--- src/rtl/rtc_cal_pkg.sv ---
package rtc_cal_pkg;

  localparam int unsigned DATA_W = 8;

  // register addresses; the host map depends on these
  localparam int unsigned ADR_SEC  = 0;
  localparam int unsigned ADR_MIN  = 2;
  localparam int unsigned ADR_HR   = 4;
  localparam int unsigned ADR_DOW  = 6;
  localparam int unsigned ADR_DOM  = 7;
  localparam int unsigned ADR_MON  = 8;
  localparam int unsigned ADR_YR   = 9;
  localparam int unsigned ADR_STAT = 10;
  localparam int unsigned ADR_CTL  = 11;

  // control / status bit positions
  localparam int unsigned CTL_SET  = 7;
  localparam int unsigned CTL_BIN  = 2;
  localparam int unsigned CTL_H24  = 1;

  typedef logic [DATA_W-1:0] byte_t;

  typedef struct packed {
    byte_t yr;
    byte_t mon;
    byte_t dom;
    byte_t dow;
    byte_t hr;
    byte_t min;
    byte_t sec;
  } rtc_time_t;

  function automatic byte_t bin2bcd(input byte_t v);
    return ((v / 8'd10) << 4) | (v % 8'd10);
  endfunction

  function automatic byte_t bcd2bin(input byte_t b);
    return ({4'd0, b[7:4]} * 8'd10) + {4'd0, b[3:0]};
  endfunction

  function automatic byte_t month_len(input byte_t mon, input byte_t yr);
    byte_t n;
    case (mon)
      8'd2:                      n = ((yr % 8'd4) == 8'd0) ? 8'd29 : 8'd28;
      8'd4, 8'd6, 8'd9, 8'd11:   n = 8'd30;
      default:                   n = 8'd31;
    endcase
    return n;
  endfunction

endpackage

--- src/rtl/rtc_upd_seq.sv ---
module rtc_upd_seq #(
  parameter int unsigned UPD_CYCLES = 16
) (
  input  logic clk_i,
  input  logic rst_ni,
  input  logic sec_tick_i,
  input  logic hold_i,
  output logic uip_o,
  output logic fire_o
);

  localparam int unsigned CNT_W = (UPD_CYCLES > 2) ? $clog2(UPD_CYCLES) : 1;
  localparam logic [CNT_W-1:0] CNT_LAST = CNT_W'(UPD_CYCLES - 1);

  logic             uip_q;
  logic [CNT_W-1:0] cnt_q;

  always_ff @(posedge clk_i or negedge rst_ni) begin
    if (!rst_ni) begin
      uip_q <= 1'b0;
      cnt_q <= '0;
    end else if (hold_i) begin
      uip_q <= 1'b0;
      cnt_q <= '0;
    end else if (uip_q) begin
      if (cnt_q == '0) uip_q <= 1'b0;
      else             cnt_q <= cnt_q - 1'b1;
    end else if (sec_tick_i) begin
      uip_q <= 1'b1;
      cnt_q <= CNT_LAST;
    end
  end

  assign uip_o  = uip_q;
  assign fire_o = uip_q && (cnt_q == '0) && !hold_i;

endmodule

--- src/rtl/rtc_time_adv.sv ---
module rtc_time_adv
  import rtc_cal_pkg::*;
(
  input  rtc_time_t cur_i,
  output rtc_time_t nxt_o
);

  byte_t mlen;

  assign mlen = month_len(cur_i.mon, cur_i.yr);

  // full carry chain resolved combinationally
  always_comb begin
    nxt_o = cur_i;
    if (cur_i.sec >= 8'd59) begin
      nxt_o.sec = 8'd0;
      if (cur_i.min >= 8'd59) begin
        nxt_o.min = 8'd0;
        if (cur_i.hr >= 8'd23) begin
          nxt_o.hr  = 8'd0;
          nxt_o.dow = (cur_i.dow >= 8'd7) ? 8'd1 : cur_i.dow + 8'd1;
          if (cur_i.dom >= mlen) begin
            nxt_o.dom = 8'd1;
            if (cur_i.mon >= 8'd12) begin
              nxt_o.mon = 8'd1;
              nxt_o.yr  = (cur_i.yr >= 8'd99) ? 8'd0 : cur_i.yr + 8'd1;
            end else begin
              nxt_o.mon = cur_i.mon + 8'd1;
            end
          end else begin
            nxt_o.dom = cur_i.dom + 8'd1;
          end
        end else begin
          nxt_o.hr = cur_i.hr + 8'd1;
        end
      end else begin
        nxt_o.min = cur_i.min + 8'd1;
      end
    end else begin
      nxt_o.sec = cur_i.sec + 8'd1;
    end
  end

endmodule

--- src/rtl/rtc_host_port.sv ---
module rtc_host_port
  import rtc_cal_pkg::*;
#(
  parameter int unsigned ADDR_W = 4
) (
  input  logic [ADDR_W-1:0] addr_i,
  input  byte_t             wdata_i,
  input  rtc_time_t         time_i,
  input  logic              set_i,
  input  logic              bin_i,
  input  logic              h24_i,
  input  logic              uip_i,
  output byte_t             rdata_o,
  output byte_t             wr_val_o
);

  localparam logic [ADDR_W-1:0] A_SEC  = ADDR_W'(ADR_SEC);
  localparam logic [ADDR_W-1:0] A_MIN  = ADDR_W'(ADR_MIN);
  localparam logic [ADDR_W-1:0] A_HR   = ADDR_W'(ADR_HR);
  localparam logic [ADDR_W-1:0] A_DOW  = ADDR_W'(ADR_DOW);
  localparam logic [ADDR_W-1:0] A_DOM  = ADDR_W'(ADR_DOM);
  localparam logic [ADDR_W-1:0] A_MON  = ADDR_W'(ADR_MON);
  localparam logic [ADDR_W-1:0] A_YR   = ADDR_W'(ADR_YR);
  localparam logic [ADDR_W-1:0] A_STAT = ADDR_W'(ADR_STAT);
  localparam logic [ADDR_W-1:0] A_CTL  = ADDR_W'(ADR_CTL);

  function automatic byte_t enc(input byte_t v, input logic bin);
    return bin ? v : bin2bcd(v);
  endfunction

  function automatic byte_t dec(input byte_t v, input logic bin);
    return bin ? v : bcd2bin(v);
  endfunction

  byte_t h12, hr_enc, rd_hr, wv, w12;
  logic  pm;

  // hour presentation
  always_comb begin
    pm     = time_i.hr >= 8'd12;
    h12    = (time_i.hr == 8'd0)  ? 8'd12 :
             (time_i.hr > 8'd12)  ? time_i.hr - 8'd12 : time_i.hr;
    hr_enc = enc(h24_i ? time_i.hr : h12, bin_i);
    rd_hr  = h24_i ? hr_enc : {pm, hr_enc[6:0]};
  end

  always_comb begin
    case (addr_i)
      A_SEC:   rdata_o = enc(time_i.sec, bin_i);
      A_MIN:   rdata_o = enc(time_i.min, bin_i);
      A_HR:    rdata_o = rd_hr;
      A_DOW:   rdata_o = enc(time_i.dow, bin_i);
      A_DOM:   rdata_o = enc(time_i.dom, bin_i);
      A_MON:   rdata_o = enc(time_i.mon, bin_i);
      A_YR:    rdata_o = enc(time_i.yr, bin_i);
      A_STAT:  rdata_o = {uip_i, 7'd0};
      A_CTL:   rdata_o = {set_i, 4'd0, bin_i, h24_i, 1'b0};
      default: rdata_o = '0;
    endcase
  end

  // write decode into binary
  always_comb begin
    wv  = dec(wdata_i, bin_i);
    w12 = dec({1'b0, wdata_i[6:0]}, bin_i);
    if (addr_i == A_HR && !h24_i)
      wr_val_o = ((w12 == 8'd12) ? 8'd0 : w12) + (wdata_i[7] ? 8'd12 : 8'd0);
    else
      wr_val_o = wv;
  end

endmodule

--- src/rtl/rtc_calendar.sv ---
module rtc_calendar
  import rtc_cal_pkg::*;
#(
  parameter int unsigned ADDR_W     = 4,
  parameter int unsigned UPD_CYCLES = 16
) (
  input  logic              clk_i,
  input  logic              rst_ni,
  input  logic              sec_tick_i,
  input  logic              wr_en_i,
  input  logic [ADDR_W-1:0] addr_i,
  input  logic [7:0]        wdata_i,
  output logic [7:0]        rdata_o,
  output logic              uf_o
);

  localparam logic [ADDR_W-1:0] A_SEC = ADDR_W'(ADR_SEC);
  localparam logic [ADDR_W-1:0] A_MIN = ADDR_W'(ADR_MIN);
  localparam logic [ADDR_W-1:0] A_HR  = ADDR_W'(ADR_HR);
  localparam logic [ADDR_W-1:0] A_DOW = ADDR_W'(ADR_DOW);
  localparam logic [ADDR_W-1:0] A_DOM = ADDR_W'(ADR_DOM);
  localparam logic [ADDR_W-1:0] A_MON = ADDR_W'(ADR_MON);
  localparam logic [ADDR_W-1:0] A_YR  = ADDR_W'(ADR_YR);
  localparam logic [ADDR_W-1:0] A_CTL = ADDR_W'(ADR_CTL);

  localparam rtc_time_t TIME_RST = '{yr: 8'd0, mon: 8'd1, dom: 8'd1, dow: 8'd1,
                                     hr: 8'd0, min: 8'd0, sec: 8'd0};

  rtc_time_t time_q, time_nxt;
  logic      set_q, bin_q, h24_q, uf_q;
  logic      ctl_wr, set_wr, hold, uip, upd_fire, time_wr;
  byte_t     wr_val;

  assign ctl_wr  = wr_en_i && (addr_i == A_CTL);
  assign set_wr  = ctl_wr && wdata_i[CTL_SET];
  assign hold    = set_q || set_wr;
  assign time_wr = wr_en_i && set_q;

  rtc_upd_seq #(.UPD_CYCLES(UPD_CYCLES)) u_seq (
    .clk_i      (clk_i),
    .rst_ni     (rst_ni),
    .sec_tick_i (sec_tick_i),
    .hold_i     (hold),
    .uip_o      (uip),
    .fire_o     (upd_fire)
  );

  rtc_time_adv u_adv (
    .cur_i (time_q),
    .nxt_o (time_nxt)
  );

  rtc_host_port #(.ADDR_W(ADDR_W)) u_port (
    .addr_i   (addr_i),
    .wdata_i  (wdata_i),
    .time_i   (time_q),
    .set_i    (set_q),
    .bin_i    (bin_q),
    .h24_i    (h24_q),
    .uip_i    (uip),
    .rdata_o  (rdata_o),
    .wr_val_o (wr_val)
  );

  always_ff @(posedge clk_i or negedge rst_ni) begin
    if (!rst_ni) begin
      time_q <= TIME_RST;
    end else if (upd_fire) begin
      time_q <= time_nxt;
    end else if (time_wr) begin
      case (addr_i)
        A_SEC:   time_q.sec <= wr_val;
        A_MIN:   time_q.min <= wr_val;
        A_HR:    time_q.hr  <= wr_val;
        A_DOW:   time_q.dow <= wr_val;
        A_DOM:   time_q.dom <= wr_val;
        A_MON:   time_q.mon <= wr_val;
        A_YR:    time_q.yr  <= wr_val;
        default: ;
      endcase
    end
  end

  always_ff @(posedge clk_i or negedge rst_ni) begin
    if (!rst_ni) begin
      set_q <= 1'b0;
      bin_q <= 1'b0;
      h24_q <= 1'b1;
    end else if (ctl_wr) begin
      set_q <= wdata_i[CTL_SET];
      bin_q <= wdata_i[CTL_BIN];
      h24_q <= wdata_i[CTL_H24];
    end
  end

  always_ff @(posedge clk_i or negedge rst_ni) begin
    if (!rst_ni) uf_q <= 1'b0;
    else         uf_q <= upd_fire;
  end

  assign uf_o = uf_q;

endmodule

--- config.mk ---
export PLATFORM = sky130hd
export DESIGN_NAME = rtc_calendar
export DESIGN_NICKNAME = d
export VERILOG_FILES = /design/src/rtl/rtc_cal_pkg.sv /design/src/rtl/rtc_upd_seq.sv /design/src/rtl/rtc_time_adv.sv /design/src/rtl/rtc_host_port.sv /design/src/rtl/rtc_calendar.sv
export SDC_FILE = /design/constraint.sdc
export NUM_CORES = 1
export LEC_CHECK = 0
export CAP_MARGIN = 20
export CORE_ASPECT_RATIO = 0.5
export CORE_MARGIN = 4
export CORE_UTILIZATION = 50
export CTS_BUF_LIST = sky130_fd_sc_hd__clkbuf_8 sky130_fd_sc_hd__clkbuf_16
export CTS_CLUSTER_DIAMETER = 30
export DETAILED_ROUTE_END_ITERATION = 12
export DONT_BUFFER_PORTS = 1
export PLACE_DENSITY = 0.66
export SETUP_SLACK_MARGIN = 0.2
export SYNTH_ARGS = -nofsm -noshare
export SYNTH_HDL_FRONTEND = slang
export SYNTH_SLANG_ARGS = --single-unit
--- constraint.sdc ---
create_clock -name clk_i -period 4.3 [get_ports clk_i]
set_clock_uncertainty 0.2 [all_clocks]
set_input_delay 0.86 -clock clk_i [delete_from_list [all_inputs] [get_ports clk_i]]
set_output_delay 0.86 -clock clk_i [all_outputs]
set_load 0.05 [all_outputs]
==> results_dict.tcl, run 1 <==
set metrics [dict create \
    pwr-share-seq_pct 11.2 \
    nets 1669 \
    maxCapViolCount 0 \
    cts_max_level 3 \
    die_h_um 108 \
    initial_core_util_pct 51.0 \
    cts.clk_slew.worst_paths_ps 60 \
    period_minus_slack_ps 4840 \
    start_kind "flip-flop" \
    finalSetupTns_ps -2280 \
    final_cell_mix "buf_4 (251), nor2_1 (138), nand2_1 (126)" \
    diodes 0 \
    critical_path_required_ps 3240 \
    overflow 0 \
    hpwl_um 26700 \
    synthCells 1425 \
    gp_congestion 0.965 \
    fin_crit_sh_pct 112 \
    post_synth_instance_area_um2 9930 \
    cp_max_fo 6 \
    die_x_um 207 \
    drc 0 \
    p_clk_share_pct 6.1 \
    portBuffers 0 \
    p_sw_share_pct 51.2 \
    grt_pass1_wl_um 58900 \
    worst_slew_pin_slew_ps 975 \
    setup_violations 7 \
    cts_root_buf "clkbuf_16" \
    ff2ff_path_depth 14 \
    numClockSinks 65 \
    status "finished, violations left" \
    grt_pass1_vias 11200 \
    drt_iter0_markers 1400 \
    postLayoutCellArea_um2 13300 \
    grt_max_degree 69 \
    rsz0062_at_grt "true" \
    cp.arrival_ps 3780 \
    cp-end-kind "primary output" \
    p_leak_uw 0.00545 \
    hold_viol 0 \
    ios 25 \
    fmax_mhz 207 \
    area_growth_pct 33.7 \
    groute.usage.overall_pct 32.1 \
    fill_cells 1615 \
    synth_cell_type_count 92 \
    violations "setup timing" \
    powerDensity_nw_per_um2 940 \
    ys_seq_area_share_pct 16.4 \
    syn_nets 1496 \
    multi_input_area_um2 8630 \
    finalMaxSlewViolations 0 \
    dominantRegCellSynth "dfrtp_1" \
    critical_path_class "reg -> out" \
    hp-class "in -> async" \
    core_area_um2 19500 \
    ys_seq_elements 65 \
    final_common_cell "buf_4" \
    avgViaCountPerCell 6.57 \
    cts_buffer_depth 2 \
    ant_nets 0 \
    peakVddDrop_mv 0.679 \
    rows 36 \
    seq_area_um2 1660 \
    clk_latency_ps 350 \
    wire_per_inst_um 20.4 \
    p_switching_uw 6390 \
    async_reset_ff_share_pct 100 \
    dpl_cell_area_um2 11600 \
    timing.final.ws_setup_ps -537 \
    cts_tree "done" \
    drive_gt1_share_pct 31.6 \
    avgSynthCellArea_um2 6.97 \
    dieArea_um2 22300 \
    combPwrFrac_pct 82.7 \
    antenna_found_initial 0 \
    yosysWarnings 0 \
    synth_edf_count 0 \
    relSlewSlack_pct 33.3 \
    wl_um 38200 \
    cts_buffers 9 \
    vias 12300 \
    first_pass_iters 6 \
    intPower_uw 6080 \
]
[final cells by class]
class	instances	area share [%]
clock buffers	10	1.80
clock inverters	6	0.453
inverters	59	1.69
multi-input cells	1193	65.1
flip-flops and latches	65	12.5
well taps	266	2.51
repair buffers	270	16.0
[final timing paths]
kind                               to  startpoint  slack, ps
max                        rdata_o[2]   time_q[5]       -540
min                        time_q[42]      rst_ni          8
max reg2reg                time_q[38]       bin_q        400
min reg2reg                     set_q       set_q        360
max in group asynchronous       bin_q      rst_ni       2800
min in group clk_i              set_q       set_q        360
[worst max-delay path, cell delays in order (launching register included)]
cell,delay [ps]
dfrtp_2,510
buf_6,140
nor3b_4,220
nand2_1,110
a21oi_2,230
nor2_2,80
ha_1,300
inv_1,60
o2111ai_2,190
a41oi_2,180
a2111oi_4,340
buf_4,170
nand4_1,210
or4_4,670
[per-layer routing]
metal / part of all wire [%] / vias up / global-route usage, %
li1: - / 5634 / -
met1: 42 / 5876 / 43.7
met2: 45 / 659 / 52.0
met3: 11 / 102 / 8.12
met4: 2.2 / 0 / 7.07
met5: 0 / - / 0
[cell usage after synthesis, types with 10 or more instances]
library cell / n / area share [%]
or2_2: 13 / 0.82
clkbuf_1: 83 / 3.1
or3_1: 12 / 0.76
o31ai_1: 12 / 0.91
o221ai_1: 13 / 1.1
nor3_1: 44 / 2.2
mux2_2: 12 / 1.4
a22oi_1: 14 / 1.1
a21oi_1: 103 / 5.2
a211oi_1: 19 / 1.4
o22ai_1: 25 / 1.6
nor4_1: 10 / 0.63
nand4_1: 11 / 0.69
o211ai_1: 14 / 1.1
buf_2: 13 / 0.66
nor2_1: 150 / 5.7
o21ai_0: 125 / 6.3
inv_1: 59 / 2.2
dfrtp_1: 61 / 15
nand2_1: 132 / 5.0
mux2i_1: 20 / 2.0
xnor2_1: 36 / 3.2
nand3b_1: 14 / 1.1
a31oi_1: 20 / 1.3
o21a_1: 14 / 1.1
nand2b_1: 37 / 2.3
nor2b_1: 31 / 2.0
ha_1: 52 / 6.6
nor3b_1: 15 / 1.1
and3_1: 11 / 0.69
nand3_1: 42 / 2.1
[kinds of logic after synthesis]
group | share of synthesized area [%]
compound gates | 34.0
xor+xnor | 3.98
fa+ha+maj | 7.26
buf+inv | 6.63
flops | 16.4
mux | 3.38
simple gates | 28.4
[flip-flops by register name (all words and copies together) (netlist names)]
register / flops
time_q: 56
uf_o: 1
u_seq.cnt_q: 4
u_seq.uip_o: 1
h24_q: 1
set_q: 1
bin_q: 1
[timing repair]
item,CTS,global route
pin swaps,29,49
hold buffers,1,1
hold endpoints to repair,7,6
resized for setup,117,109
setup endpoints to repair,7,27
gates cloned,0,1
buffers inserted,26,34
[power by group through the flow]
stage          Sequential (µW)  Combinational [µW]  Clock (µW)
2_1_floorplan             1070                5730           0
3_3_place_gp              1320                8100           0
3_5_place_dp              1330                8260           0
4_1_cts                   1350                9190         769
5_1_grt                   1430               11100         796
6_report                  1390               10300         766
[metrics by stage]
stage | power [µW] | cells | utilization (%) | setup slack (ps) | hold WS [ps]
global route | 13300 | 1869 | 68.2 | -716 | 1.51
finish | 12500 | 1869 | 68.2 | -537 | 8.19
detailed placement | 9600 | 1790 | 59.4 | -188 | 320
global placement | 9420 | 1790 | 59.4 | -169 | 303
CTS | 11300 | 1833 | 64.4 | -443 | 0.638
floorplan | 6800 | 1425 | - | -6.17 | 287
No activity file was read; power rests on OpenSTA's default activity.
==> inputs of run 2 (changes only) <==
--- a/config.mk
+++ b/config.mk
@@ -10,7 +10,7 @@
 export CORE_MARGIN = 4
 export CORE_UTILIZATION = 50
 export CTS_BUF_LIST = sky130_fd_sc_hd__clkbuf_8 sky130_fd_sc_hd__clkbuf_16
-export CTS_CLUSTER_DIAMETER = 30
+export CTS_CLUSTER_DIAMETER = 60
 export DETAILED_ROUTE_END_ITERATION = 12
 export DONT_BUFFER_PORTS = 1
 export PLACE_DENSITY = 0.66
==> results of run 2 <==
No change in the layout: final DEF, timing and power equal those of run 1.
